`config.mk`:
```
export PLATFORM = sky130hd
export DESIGN_NAME = sic_top
export DESIGN_NICKNAME = d
export VERILOG_FILES = /design/src/rtl/sic_pkg.sv /design/src/rtl/sic_regfile.sv /design/src/rtl/sic_level_pick.sv /design/src/rtl/sic_spur_cnt.sv /design/src/rtl/sic_top.sv
export SDC_FILE = /design/constraint.sdc
export NUM_CORES = 1
export LEC_CHECK = 0
export ABC_AREA = 1
export BUFFER_PORTS_ARGS = -buffer_cell sky130_fd_sc_hd__buf_2
export CELL_PAD_IN_SITES_DETAIL_PLACEMENT = 1
export CELL_PAD_IN_SITES_GLOBAL_PLACEMENT = 2
export CORE_ASPECT_RATIO = 1.4
export CORE_MARGIN = 2
export CORE_UTILIZATION = 31
export CTS_BUF_LIST = sky130_fd_sc_hd__clkbuf_4 sky130_fd_sc_hd__clkbuf_8
export CTS_CLUSTER_SIZE = 28
export DETAILED_ROUTE_END_ITERATION = 8
export PLACE_DENSITY_LB_ADDON = 0.1
export REMOVE_ABC_BUFFERS = 1
export SYNTH_ARGS = -nofsm -noshare
export SYNTH_HDL_FRONTEND = slang
export SYNTH_SLANG_ARGS = --single-unit
```
`constraint.sdc`:
```
create_clock -name clk_i -period 3.6 [get_ports clk_i]
set_input_delay 0.54 -clock clk_i [delete_from_list [all_inputs] [get_ports clk_i]]
set_output_delay 0.54 -clock clk_i [all_outputs]
set_load 0.01 [all_outputs]
```
`src/rtl/sic_pkg.sv`:
```
package sic_pkg;
    localparam int NLINES     = 64;
    localparam int BANK_W     = 32;
    localparam int NBANK      = NLINES / BANK_W;
    localparam int FLD_W      = 4;
    localparam int DATA_W     = 32;
    localparam int FLD_PER_WD = DATA_W / FLD_W;
    localparam int NASSIGN    = NLINES / FLD_PER_WD;
    localparam int NLVL       = 7;
    localparam int LVL_W      = 3;
    localparam int IDX_W      = $clog2(NLINES);
    localparam int CNT_W      = 4;
    localparam int ADDR_W     = 4;
    localparam int ADR_ASSIGN = 0;
    localparam int ADR_MASK   = ADR_ASSIGN + NASSIGN;
    localparam int ADR_WAKE   = ADR_MASK + NBANK;
    localparam int ADR_STAT   = ADR_WAKE + NBANK;
    localparam int ADR_SPUR   = ADR_STAT + NBANK;

    typedef struct packed {
        logic [NLINES*FLD_W-1:0] fld;
        logic [NLINES-1:0]       mask;
        logic [NLINES-1:0]       wake;
    } regs_t;

    typedef struct packed {
        logic [NLVL-1:0]            req;
        logic [NLVL-1:0][IDX_W-1:0] src;
        logic                       wake;
    } outs_t;

    function automatic logic [NLINES*FLD_W-1:0] dflt_fields();
        logic [NLINES*FLD_W-1:0] f;
        f = '0;
        for (int n = 0; n < NLINES; n++) begin
            f[n*FLD_W +: FLD_W] = (n / 4 > NLVL - 1) ? FLD_W'(NLVL - 1) : FLD_W'(n / 4);
        end
        return f;
    endfunction

    localparam regs_t REGS_RST = '{fld: dflt_fields(), mask: '0, wake: '0};
endpackage

```
`src/rtl/sic_regfile.sv`:
```
module sic_regfile
    import sic_pkg::*;
(
    input  logic                    clk_i,
    input  logic                    rst_ni,
    input  logic                    sel_i,
    input  logic                    we_i,
    input  logic [ADDR_W-1:0]       addr_i,
    input  logic [DATA_W-1:0]       wdata_i,
    input  logic [NLINES-1:0]       raw_i,
    input  logic [CNT_W-1:0]        spur_i,
    output logic [DATA_W-1:0]       rdata_o,
    output logic [NLINES*FLD_W-1:0] fld_o,
    output logic [NLINES-1:0]       mask_o,
    output logic [NLINES-1:0]       wake_o
);
    regs_t r_d, r_q;

    always_comb begin
        r_d = r_q;
        if (sel_i && we_i) begin
            for (int r = 0; r < NASSIGN; r++) begin
                if (int'(addr_i) == ADR_ASSIGN + r) r_d.fld[r*DATA_W +: DATA_W] = wdata_i;
            end
            for (int b = 0; b < NBANK; b++) begin
                if (int'(addr_i) == ADR_MASK + b) r_d.mask[b*BANK_W +: BANK_W] = wdata_i[BANK_W-1:0];
                if (int'(addr_i) == ADR_WAKE + b) r_d.wake[b*BANK_W +: BANK_W] = wdata_i[BANK_W-1:0];
            end
        end
    end

    always_comb begin
        rdata_o = '0;
        for (int r = 0; r < NASSIGN; r++) begin
            if (int'(addr_i) == ADR_ASSIGN + r) rdata_o = r_q.fld[r*DATA_W +: DATA_W];
        end
        for (int b = 0; b < NBANK; b++) begin
            if (int'(addr_i) == ADR_MASK + b) rdata_o[BANK_W-1:0] = r_q.mask[b*BANK_W +: BANK_W];
            if (int'(addr_i) == ADR_WAKE + b) rdata_o[BANK_W-1:0] = r_q.wake[b*BANK_W +: BANK_W];
            if (int'(addr_i) == ADR_STAT + b) rdata_o[BANK_W-1:0] = raw_i[b*BANK_W +: BANK_W];
        end
        if (int'(addr_i) == ADR_SPUR) rdata_o[CNT_W-1:0] = spur_i;
    end

    always_ff @(posedge clk_i or negedge rst_ni) begin
        if (!rst_ni) r_q <= REGS_RST;
        else         r_q <= r_d;
    end

    assign fld_o  = r_q.fld;
    assign mask_o = r_q.mask;
    assign wake_o = r_q.wake;

    // status and counter words are read-only
    p_ro_words_r2: assert property (@(posedge clk_i) disable iff (!rst_ni)
        (sel_i && we_i && int'(addr_i) >= ADR_STAT) |=> (r_q == $past(r_q)));
endmodule

```
`src/rtl/sic_level_pick.sv`:
```
module sic_level_pick
    import sic_pkg::*;
#(
    parameter int LVL = 0
) (
    input  logic [NLINES-1:0]       pend_i,
    input  logic [NLINES*FLD_W-1:0] fld_i,
    output logic [NLINES-1:0]       cand_o,
    output logic                    hit_o,
    output logic [IDX_W-1:0]        idx_o
);
    always_comb begin
        for (int n = 0; n < NLINES; n++) begin
            cand_o[n] = pend_i[n] && (fld_i[n*FLD_W +: FLD_W] == FLD_W'(LVL));
        end
        hit_o = |cand_o;
        idx_o = '0;
        for (int n = NLINES - 1; n >= 0; n--) begin
            if (cand_o[n]) idx_o = IDX_W'(n);
        end
    end
endmodule

```
`src/rtl/sic_spur_cnt.sv`:
```
module sic_spur_cnt
    import sic_pkg::*;
(
    input  logic             clk_i,
    input  logic             rst_ni,
    input  logic             take_i,
    input  logic [LVL_W-1:0] take_lvl_i,
    input  logic [NLVL-1:0]  hit_i,
    output logic [CNT_W-1:0] cnt_o
);
    localparam int HX = 1 << LVL_W;
    localparam logic [CNT_W-1:0] CNT_MAX = '1;

    logic [HX-1:0]    hit_ext;
    logic             lvl_ok;
    logic [CNT_W-1:0] cnt_d, cnt_q;

    always_comb begin
        hit_ext = HX'(hit_i);
        lvl_ok  = int'(take_lvl_i) < NLVL;
        cnt_d   = cnt_q;
        if (take_i && lvl_ok && !hit_ext[take_lvl_i] && cnt_q != CNT_MAX) cnt_d = cnt_q + 1'b1;
    end

    always_ff @(posedge clk_i or negedge rst_ni) begin
        if (!rst_ni) cnt_q <= '0;
        else         cnt_q <= cnt_d;
    end

    assign cnt_o = cnt_q;

    // counter only moves up by one
    p_spur_step_r8: assert property (@(posedge clk_i) disable iff (!rst_ni)
        (cnt_q != $past(cnt_q)) |-> (cnt_q == $past(cnt_q) + 1'b1));
    // saturation holds
    p_spur_sat_r8: assert property (@(posedge clk_i) disable iff (!rst_ni)
        (cnt_q == CNT_MAX) |=> (cnt_q == CNT_MAX));
endmodule

```
`src/rtl/sic_top.sv`:
```
module sic_top
    import sic_pkg::*;
(
    input  logic                    clk_i,
    input  logic                    rst_ni,
    input  logic                    reg_sel_i,
    input  logic                    reg_we_i,
    input  logic [ADDR_W-1:0]       reg_addr_i,
    input  logic [DATA_W-1:0]       reg_wdata_i,
    output logic [DATA_W-1:0]       reg_rdata_o,
    input  logic [NLINES-1:0]       raw_stat_i,
    input  logic                    take_i,
    input  logic [LVL_W-1:0]        take_lvl_i,
    output logic [NLVL-1:0]         lvl_req_o,
    output logic [NLVL*IDX_W-1:0]   lvl_src_o,
    output logic                    wake_o
);
    logic [NLINES*FLD_W-1:0]    fld;
    logic [NLINES-1:0]          mask, wake_en, pend;
    logic [NLVL-1:0][NLINES-1:0] cand;
    logic [NLVL-1:0]            hit;
    logic [NLVL-1:0][IDX_W-1:0] idx;
    logic [CNT_W-1:0]           spur;
    outs_t                      o_d, o_q;

    sic_regfile u_regs (
        .clk_i  (clk_i),
        .rst_ni (rst_ni),
        .sel_i  (reg_sel_i),
        .we_i   (reg_we_i),
        .addr_i (reg_addr_i),
        .wdata_i(reg_wdata_i),
        .raw_i  (raw_stat_i),
        .spur_i (spur),
        .rdata_o(reg_rdata_o),
        .fld_o  (fld),
        .mask_o (mask),
        .wake_o (wake_en)
    );

    for (genvar b = 0; b < NBANK; b++) begin : g_bank
        assign pend[b*BANK_W +: BANK_W] = raw_stat_i[b*BANK_W +: BANK_W] & mask[b*BANK_W +: BANK_W];
    end

    for (genvar l = 0; l < NLVL; l++) begin : g_lvl
        sic_level_pick #(.LVL(l)) u_pick (
            .pend_i(pend),
            .fld_i (fld),
            .cand_o(cand[l]),
            .hit_o (hit[l]),
            .idx_o (idx[l])
        );

        // a reported source was pending on this level
        p_src_pending_r5: assert property (@(posedge clk_i) disable iff (!rst_ni)
            o_q.req[l] |-> ((($past(cand[l]) >> o_q.src[l]) & NLINES'(1)) != '0));
        // no lower-indexed candidate was skipped
        p_src_lowest_r5: assert property (@(posedge clk_i) disable iff (!rst_ni)
            o_q.req[l] |-> (($past(cand[l]) & ((NLINES'(1) << o_q.src[l]) - NLINES'(1))) == '0));
    end

    sic_spur_cnt u_spur (
        .clk_i     (clk_i),
        .rst_ni    (rst_ni),
        .take_i    (take_i),
        .take_lvl_i(take_lvl_i),
        .hit_i     (hit),
        .cnt_o     (spur)
    );

    always_comb begin
        o_d      = o_q;
        o_d.req  = hit;
        o_d.src  = idx;
        o_d.wake = |(raw_stat_i & wake_en);
    end

    always_ff @(posedge clk_i or negedge rst_ni) begin
        if (!rst_ni) o_q <= '0;
        else         o_q <= o_d;
    end

    assign lvl_req_o = o_q.req;
    assign lvl_src_o = o_q.src;
    assign wake_o    = o_q.wake;

    // wake follows enabled raw lines one cycle later
    p_wake_rise_r7: assert property (@(posedge clk_i) disable iff (!rst_ni)
        (|(raw_stat_i & wake_en)) |=> wake_o);
    p_wake_cause_r7: assert property (@(posedge clk_i) disable iff (!rst_ni)
        wake_o |-> $past(|(raw_stat_i & wake_en)));
endmodule

```
==> out/summary.json, run 1 <==
{
  "clkLatencyLatePin": {"value": 0.75, "unit": "ns"},
  "start_kind": {"value": "flop"},
  "max-cap-violations": {"value": 0},
  "placed_cells_incl_taps": {"value": 6257},
  "antenna_violations_before_repair": {"value": 14},
  "worst-endpoint-required": {"value": 4.26, "unit": "ns"},
  "critical_path.max_stage_delay": {"value": 0.55, "unit": "ns"},
  "tritoncts.num_buffers": {"value": 81},
  "core-area": {"value": 0.0873, "unit": "mm2"},
  "num_vias": {"value": 33300},
  "dieHeight": {"value": 355, "unit": "um"},
  "synth_flop_cell": {"value": "sky130_fd_sc_hd__dfrtp_1"},
  "post_synth_num_cell_types": {"value": 42},
  "initial_utilization": {"value": 31.3, "unit": "%"},
  "syn_area_per_cell": {"value": 6.44, "unit": "um2"},
  "powerDensity": {"value": 520, "unit": "mW/mm2"},
  "critical_path_peak_fanout": {"value": 4},
  "floorplan.die_area": {"value": 0.0906, "unit": "mm2"},
  "async_flop_share": {"value": 100, "unit": "%"},
  "relSlewSlack": {"value": 14.1, "unit": "%"},
  "most_used_cell_along_the_critical_path": {"value": "sky130_fd_sc_hd__nand2_1"},
  "finalCriticalPeriod": {"value": 4.59, "unit": "ns"},
  "grt_setup_unrepaired": {"value": "true"},
  "combinationalPowerShare": {"value": 37.9, "unit": "%"},
  "avgRoutedWirePerCell": {"value": 25.4, "unit": "um"},
  "worst_ep_arrival_time": {"value": 5.24, "unit": "ns"},
  "number_of_flops_mapped_to_enable_cells_by_yosys": {"value": 0},
  "design.final.nets": {"value": 5310},
  "instances_no_fill": {"value": 6437},
  "leakage": {"value": 20.3, "unit": "nW"},
  "postRouteWirelength": {"value": 163000, "unit": "um"},
  "synthDominantCellAreaShare": {"value": 30.2, "unit": "%"},
  "groute.usage.overall": {"value": 35.8, "unit": "%"},
  "final.hold.worst_slack": {"value": 0.149, "unit": "ns"},
  "layout.filler_cells": {"value": 11500},
  "hold_path_class": {"value": "in -> reg"},
  "die_w": {"value": 255, "unit": "um"},
  "place.detailed.hpwl": {"value": 131000, "unit": "um"},
  "drcViolationCount": {"value": 0},
  "critical_path.endpoint_type": {"value": "flop"},
  "h-tree-depth": {"value": 3},
  "reg2regPathDepth": {"value": 67},
  "synthesis.area": {"value": 0.0273, "unit": "mm2"},
  "detailedRoute.firstIterationViolations": {"value": 2299},
  "hold_viol_final": {"value": 0},
  "clock_sinks": {"value": 438},
  "ys_seq_elements": {"value": 438},
  "cpMaxStageDelayCell": {"value": "sky130_fd_sc_hd__dfstp_2"},
  "pre_cts_setup_slack": {"value": -1.33, "unit": "ns"},
  "pin_count_of_the_biggest_net_entering_global_routing": {"value": 70},
  "total_power": {"value": 20.0, "unit": "mW"},
  "layout-area-overhead-vs-synth": {"value": 40.7, "unit": "%"},
  "outcome": {"value": "finished, violations left"},
  "clock-skew-final": {"value": 0.0564, "unit": "ns"},
  "violated_checks": {"value": "setup timing"},
  "vias_per_cell": {"value": 5.17},
  "power.share.switching": {"value": 41.2, "unit": "%"},
  "hold_path_depth": {"value": 3},
  "worst-slew-pin-transition": {"value": 1.29, "unit": "ns"},
  "max_freq": {"value": 218, "unit": "MHz"},
  "synth.most_common_cell": {"value": "sky130_fd_sc_hd__nand2_1"},
  "fp-row-count": {"value": 128},
  "cts_tree": {"value": "done"},
  "drt.antenna.violating_nets": {"value": 0},
  "critical_path_class": {"value": "reg -> reg"},
  "num_io_pins": {"value": 190},
  "globalRoute.totalOverflow": {"value": 0},
  "netlist_top_cells_area": {"value": "sky130_fd_sc_hd__dfrtp_1 30%, sky130_fd_sc_hd__nand2_1 25%, sky130_fd_sc_hd__dfstp_2 10%"},
  "net-switching-power": {"value": 8.25, "unit": "mW"},
  "internal_power": {"value": 11.8, "unit": "mW"},
  "placement.io_buffers": {"value": 189},
  "root_buffer": {"value": "sky130_fd_sc_hd__clkbuf_8"},
  "clk_path_buf_depth": {"value": 3},
  "report.final.slew_viol_count": {"value": 0},
  "final.setup.worst_slack": {"value": -0.985, "unit": "ns"},
  "worst_ir_drop_vdd": {"value": 0.000409, "unit": "V"},
  "period_share": {"value": 127, "unit": "%"},
  "power_frac_seq": {"value": 35.7, "unit": "%"},
  "routabilityCongestion": {"value": 0.963},
  "drt_pass1_iterations": {"value": 5},
  "number_of_global_route_vias_before_repair": {"value": 34100},
  "power.share.clock": {"value": 26.3, "unit": "%"},
  "clkSlewWorstSetupHoldPaths": {"value": 0.06, "unit": "ns"},
  "synth.yosys.warnings": {"value": 0},
  "final_layout_size_suffix_gt1_share": {"value": 29.0, "unit": "%"},
  "synth_common_cells": {"value": "1799 x sky130_fd_sc_hd__nand2_1, 548 x sky130_fd_sc_hd__nor2_1, 449 x sky130_fd_sc_hd__o21ai_0, 330 x sky130_fd_sc_hd__dfrtp_1, 280 x sky130_fd_sc_hd__inv_1"},
  "yosys.area.top_type": {"value": "sky130_fd_sc_hd__dfrtp_1"},
  "wire_length_of_the_first_global_routing_pass": {"value": 231000, "unit": "um"},
  "syn_inst": {"value": 4244},
  "setup-violations-final": {"value": 15},
  "synth_seq_area_share": {"value": 40.6, "unit": "%"}
}
## path summary, 6_finish.rpt
kind                       slack, ns               from           endpoint
setup / recovery               -0.99  u_regs.fld_o[254]      lvl_src_o[30]
hold reg to reg                 0.48  u_regs.wake_o[43]  u_regs.wake_o[43]
hold / removal                  0.15    reg_wdata_i[25]  u_regs.wake_o[25]
setup reg to reg               -0.99  u_regs.fld_o[254]      lvl_src_o[30]
max in group asynchronous       2.25             rst_ni   u_regs.fld_o[80]
min in group asynchronous       0.40             rst_ni       lvl_req_o[1]
## power by group through the flow
stage	registers [mW]	logic (mW)	clock network [mW]
2_1_floorplan	7.02	3.17	0
3_3_place_gp	7.13	7.09	0
3_5_place_dp	7.17	7.20	0
4_1_cts	7.12	7.40	5.38
5_1_grt	7.29	8.28	5.56
6_report	7.16	7.59	5.28
## routing by layer
metal  routed length [um]  track usage (%)  part of all wire (%)  vias up
met3                 6980             4.19                   4.3      422
met4                15000             27.8                   9.2        2
li1                     -                -                     -    15700
met2                80400             62.0                    49      992
met5                   12                0                0.0073        -
met1                61000             39.8                    37    16200
## logic make-up (layout without fill, tap and decap cells)
group / after synthesis / after routing / synth area share, %
buf+inv: 432 / 1448 / 5.93
fa+ha+maj: 1 / 1 / 0.0457
simple gates: 2645 / 2645 / 38.3
flops: 438 / 438 / 40.6
other cells: 0 / 7 / 0
xor+xnor: 3 / 3 / 0.0961
compound gates: 725 / 725 / 15.0
## flip-flops by register name (all words and copies together) (netlist names)
register,cells
u_regs.wake_o,64
u_regs.fld_o,256
u_spur.cnt_o,4
wake_o,1
lvl_src_o,42
u_regs.mask_o,64
lvl_req_o,7
## repair_timing
action / in CTS / in global routing
gates resized for setup: 161 / 139
hold buffers: 1 / 0
pin swaps: 49 / 97
setup buffers: 10 / 20
hold endpoints to repair: 32 / 0
setup endpoints to repair: 42 / 47
## final cells by class
type                    instances  area [um2]  share of cell area, %
diodes                          7        17.5                 0.0455
clock buffers                 126        1520                   3.94
inverters                     285        1080                   2.80
well taps                    1170        1460                   3.80
multi-input cells            3374       15700                   40.8
clock inverters                16         163                  0.423
repair buffers               1021        7440                   19.3
flip-flops and latches        438       11100                   28.9
## cell usage in the layout (no fill, tap or decap), drive strengths merged, types with 21 or more instances in the layout
cell type  count
nor3b         30
o2111ai       21
clkbuf       126
dfstp        108
inv          288
o22ai         33
buf         1020
nor2         549
a21oi         97
o21ai        449
nand3        107
a31oi         29
nand4         42
nor3         105
dfrtp        330
nand2       1800
## stage by stage
stage,setup TNS [ns],area (um2),utilization (%)
after floorplan,-13.30,26800,-
after global placement,-20.54,35500,40.6
after detailed placement,-20.81,35500,40.6
after CTS,-9.43,37800,43.3
after global routing,-15.76,38500,44.1
final,-9.09,38500,44.1
## critical path: cells and delay by family, from the launching register on
kind / cells / cell delay [ns]
AO/OA/AOI/OAI: 1 / 0.13
buffers and inverters: 2 / 0.19
flip-flops: 1 / 0.55
AND/OR/NAND/NOR: 64 / 3.65
No activity file was read; power rests on OpenSTA's default activity.
==> run 2, diff against run 1 <==
--- a/config.mk
+++ b/config.mk
@@ -11,7 +11,7 @@
 export CELL_PAD_IN_SITES_GLOBAL_PLACEMENT = 2
 export CORE_ASPECT_RATIO = 1.4
 export CORE_MARGIN = 2
-export CORE_UTILIZATION = 31
+export CORE_UTILIZATION = 35
 export CTS_BUF_LIST = sky130_fd_sc_hd__clkbuf_4 sky130_fd_sc_hd__clkbuf_8
 export CTS_CLUSTER_SIZE = 28
 export DETAILED_ROUTE_END_ITERATION = 8
==> constraint.sdc (replaced) <==
create_clock -name clk_i -period 5 [get_ports clk_i]
set_input_delay 0.75 -clock clk_i [delete_from_list [all_inputs] [get_ports clk_i]]
set_output_delay 0.75 -clock clk_i [all_outputs]
set_load 0.01 [all_outputs]
==> out/summary.json, run 2 (same netlist as run 1, synthesis figures left out) <==
{
  "critical_path_peak_fanout": {"value": 18, "change": "+14"},
  "final.setup.worst_slack": {"value": 0.245, "unit": "ns", "change": "+1.23 ns"},
  "relSlewSlack": {"value": 21.0, "unit": "%", "change": "+6.9 points"},
  "drcViolationCount": {"value": 0, "change": "unchanged"},
  "clock-skew-final": {"value": 0.0310, "unit": "ns", "change": "-0.0254 ns"},
  "worst-slew-pin-transition": {"value": 1.18, "unit": "ns", "change": "-0.103 ns"},
  "floorplan.die_area": {"value": 0.0804, "unit": "mm2", "change": "-11%"},
  "cts_tree": {"value": "done"},
  "combinationalPowerShare": {"value": 32.0, "unit": "%", "change": "-5.9 points"},
  "total_power": {"value": 13.6, "unit": "mW", "change": "-32%"},
  "max_freq": {"value": 210, "unit": "MHz"},
  "clk_path_buf_depth": {"value": 3, "change": "unchanged"},
  "largest_register_ffs": {"value": 256, "change": "unchanged"},
  "pre_cts_setup_slack": {"value": -0.207, "unit": "ns", "change": "+1.12 ns"},
  "die_w": {"value": 240, "unit": "um", "change": "-5.8%"},
  "detailedRoute.firstIterationViolations": {"value": 2201, "change": "-4.3%"},
  "leakage": {"value": 17.1, "unit": "nW", "change": "-16%"},
  "seqCellArea": {"value": 0.0111, "unit": "mm2", "change": "about the same"},
  "groute.usage.overall": {"value": 37.1, "unit": "%", "change": "+1.3 points"},
  "vias_per_cell": {"value": 5.41, "change": "+4.8%"},
  "finalCriticalPeriod": {"value": 4.75, "unit": "ns"},
  "max-cap-violations": {"value": 0, "change": "unchanged"},
  "drt.antenna.violating_nets": {"value": 0, "change": "unchanged"},
  "antenna_violations_before_repair": {"value": 15, "change": "+1"},
  "hold_path_class": {"value": "in -> async"},
  "worst_ir_drop_vdd": {"value": 0.000230, "unit": "V", "change": "-44%"},
  "multi_input_gate_area": {"value": 0.0149, "unit": "mm2", "change": "-5.4%"},
  "final_layout_size_suffix_gt1_share": {"value": 15.6, "unit": "%", "change": "-13 points"},
  "use_met3": {"value": 4.82, "unit": "%", "change": "+0.63 points"},
  "power.share.clock": {"value": 29.7, "unit": "%", "change": "+3.4 points"},
  "critical_path.endpoint_type": {"value": "output pin"},
  "hold_viol_final": {"value": 0, "change": "unchanged"},
  "reg2regPathDepth": {"value": 58, "change": "-13%"},
  "avgRoutedWirePerCell": {"value": 26.5, "unit": "um", "change": "+4.3%"},
  "drt_pass1_iterations": {"value": 5, "change": "unchanged"},
  "net-switching-power": {"value": 5.60, "unit": "mW", "change": "-32%"},
  "worst-endpoint-required": {"value": 4.25, "unit": "ns", "change": "about the same"},
  "postRouteWirelength": {"value": 150000, "unit": "um", "change": "-7.9%"},
  "report.final.slew_viol_count": {"value": 0, "change": "unchanged"},
  "clkSlewWorstSetupHoldPaths": {"value": 0.07, "unit": "ns", "change": "about the same"},
  "num_io_pins": {"value": 190, "change": "unchanged"},
  "core-area": {"value": 0.0775, "unit": "mm2", "change": "-11%"},
  "worstReg2RegStart": {"value": "u_regs.fld_o[226]"},
  "commonest_cells_after_routing_fill_and_taps_aside": {"value": "1760 x sky130_fd_sc_hd__nand2_1, 534 x sky130_fd_sc_hd__nor2_1, 449 x sky130_fd_sc_hd__o21ai_0, 328 x sky130_fd_sc_hd__dfrtp_1, 277 x sky130_fd_sc_hd__inv_1"},
  "worstReg2RegEnd": {"value": "lvl_src_o[24]"},
  "wire_length_of_the_first_global_routing_pass": {"value": 211000, "unit": "um", "change": "-8.5%"},
  "globalRoute.totalOverflow": {"value": 0, "change": "unchanged"},
  "placement.io_buffers": {"value": 189, "change": "unchanged"},
  "design.final.nets": {"value": 4672, "change": "-12%"},
  "num_vias": {"value": 30700, "change": "-7.6%"},
  "routabilityCongestion": {"value": 1.04, "change": "+7.6%"},
  "worst_ep_arrival_time": {"value": 4.00, "unit": "ns", "change": "-1.24 ns"},
  "dieHeight": {"value": 335, "unit": "um", "change": "-5.8%"},
  "groute.layer.met2.usage": {"value": 65.2, "unit": "%", "change": "+3.2 points"},
  "holdBufCountCts": {"value": 0, "change": "-1"},
  "initial_utilization": {"value": 35.3, "unit": "%", "change": "+3.9 points"},
  "busiest_layer": {"value": "met2"},
  "start_kind": {"value": "primary input"},
  "clock_sinks": {"value": 438, "change": "unchanged"},
  "mostFrequentLayoutCell": {"value": "sky130_fd_sc_hd__nand2_1"},
  "powerDensity": {"value": 416, "unit": "mW/mm2", "change": "-20%"},
  "h-tree-depth": {"value": 3, "change": "unchanged"},
  "tritoncts.num_buffers": {"value": 81, "change": "unchanged"},
  "period_share": {"value": 95.1, "unit": "%"},
  "power.share.switching": {"value": 41.2, "unit": "%", "change": "-0.042 points"},
  "critical_path_class": {"value": "in -> out"},
  "number_of_global_route_vias_before_repair": {"value": 30700, "change": "-10%"},
  "root_buffer": {"value": "sky130_fd_sc_hd__clkbuf_8"},
  "place.detailed.hpwl": {"value": 119000, "unit": "um", "change": "-9.5%"},
  "pin_count_of_the_biggest_net_entering_global_routing": {"value": 121, "change": "+73%"},
  "gr-usage-met1": {"value": 40.8, "unit": "%", "change": "+0.93 points"},
  "layout-area-overhead-vs-synth": {"value": 19.4, "unit": "%"},
  "setup-violations-final": {"value": 0, "change": "-15"},
  "fp-row-count": {"value": 121, "change": "-5.5%"},
  "layout.filler_cells": {"value": 10300, "change": "-10%"},
  "internal_power": {"value": 8.00, "unit": "mW", "change": "-32%"},
  "grt_setup_unrepaired": {"value": "true"},
  "clkLatencyLatePin": {"value": 0.73, "unit": "ns", "change": "-0.02 ns"},
  "reg2reg_setup_slack": {"value": 0.38, "unit": "ns", "change": "+1.37 ns"},
  "outcome": {"value": "finished clean"},
  "power_frac_seq": {"value": 38.4, "unit": "%", "change": "+2.7 points"}
}
## run 2: cell types whose count changed in the layout (fill, tap and decap cells not counted), moves of 15 or more
| cell | change |
|---|---|
| sky130_fd_sc_hd__o21ai_0 | +32 |
| sky130_fd_sc_hd__nor2_1 | +31 |
| sky130_fd_sc_hd__nand2_1 | +16 |
| sky130_fd_sc_hd__inv_1 | +18 |
| sky130_fd_sc_hd__o21ai_1 | -18 |
| sky130_fd_sc_hd__nor2_2 | -22 |
| sky130_fd_sc_hd__o22ai_1 | +15 |
| sky130_fd_sc_hd__buf_4 | -615 |
| sky130_fd_sc_hd__inv_2 | -17 |
| sky130_fd_sc_hd__a21oi_1 | +27 |
| sky130_fd_sc_hd__a21oi_2 | -26 |
## run 2: repair_timing
item,in CTS,in global routing
setup endpoints to repair,0,7
gates resized for setup,0,57
setup buffers,0,7
## run 2: per-layer routing
layer  vias up  share of wire (%)  routed length (um)
met1     15000                 37               55300
met4         2                8.8               13200
met5         -             0.0086                  13
li1      14400                  -                   -
met2       995                 50               74900
met3       383                4.7                7030
## run 2: power groups by stage
stage,registers (mW),clock network [mW],logic (mW)
floorplan,5.06,0,2.28
global placement,5.22,0,4.19
detailed placement,5.24,0,4.26
CTS,5.18,4.10,4.28
global route,5.31,4.24,4.80
finish,5.22,4.03,4.35
## run 2: worst max-delay path by stage
stage,startpoint,end
floorplan,reg_addr_i[0],u_regs.mask_o[32]
global placement,raw_stat_i[56],lvl_src_o[24]
detailed placement,raw_stat_i[56],lvl_src_o[24]
CTS,u_regs.fld_o[226],lvl_src_o[24]
global route,u_regs.fld_o[254],lvl_src_o[30]
finish,reg_addr_i[0],reg_rdata_o[27]
## run 2: area by class of cell
cell class,instances,area share [%]
multi-input combinational,3374,45.5
sequential,438,34.0
timing repair buffer,383,7.53
clock buffer,130,4.96
tap,1045,4.00
inverter,285,3.28
clock inverter,21,0.701
antenna,3,0.0230
## run 2: stage by stage
| stage | hold slack [ns] | cell area [um2] | setup TNS [ns] | utilization, % | cells |
|---|---|---|---|---|---|
| 2_1_floorplan | 0.453 | 26800 | 0 | - | 4097 |
| 3_3_place_gp | 0.467 | 30600 | -0.678 | 39.4 | 5518 |
| 3_5_place_dp | 0.478 | 30600 | -0.710 | 39.4 | 5518 |
| 4_1_cts | 0.0541 | 32400 | 0 | 41.8 | 5669 |
| 5_1_grt | 0.0685 | 32600 | -1.12 | 42.1 | 5679 |
| 6_report | 0.0370 | 32600 | 0 | 42.1 | 5679 |
## run 2: worst max-delay path: stages
cell and delay (ns):
sky130_fd_sc_hd__buf_2 0.14, sky130_fd_sc_hd__inv_1 0.08, sky130_fd_sc_hd__nand2_1 0.16, sky130_fd_sc_hd__nor2_2 0.83, sky130_fd_sc_hd__inv_1 0.27, sky130_fd_sc_hd__nor2_1 0.20, sky130_fd_sc_hd__o2111ai_1 0.37, sky130_fd_sc_hd__a21oi_1 0.24
sky130_fd_sc_hd__nand3_1 0.23, sky130_fd_sc_hd__a221oi_1 0.38, sky130_fd_sc_hd__o2111ai_1 0.16, sky130_fd_sc_hd__buf_2 0.17
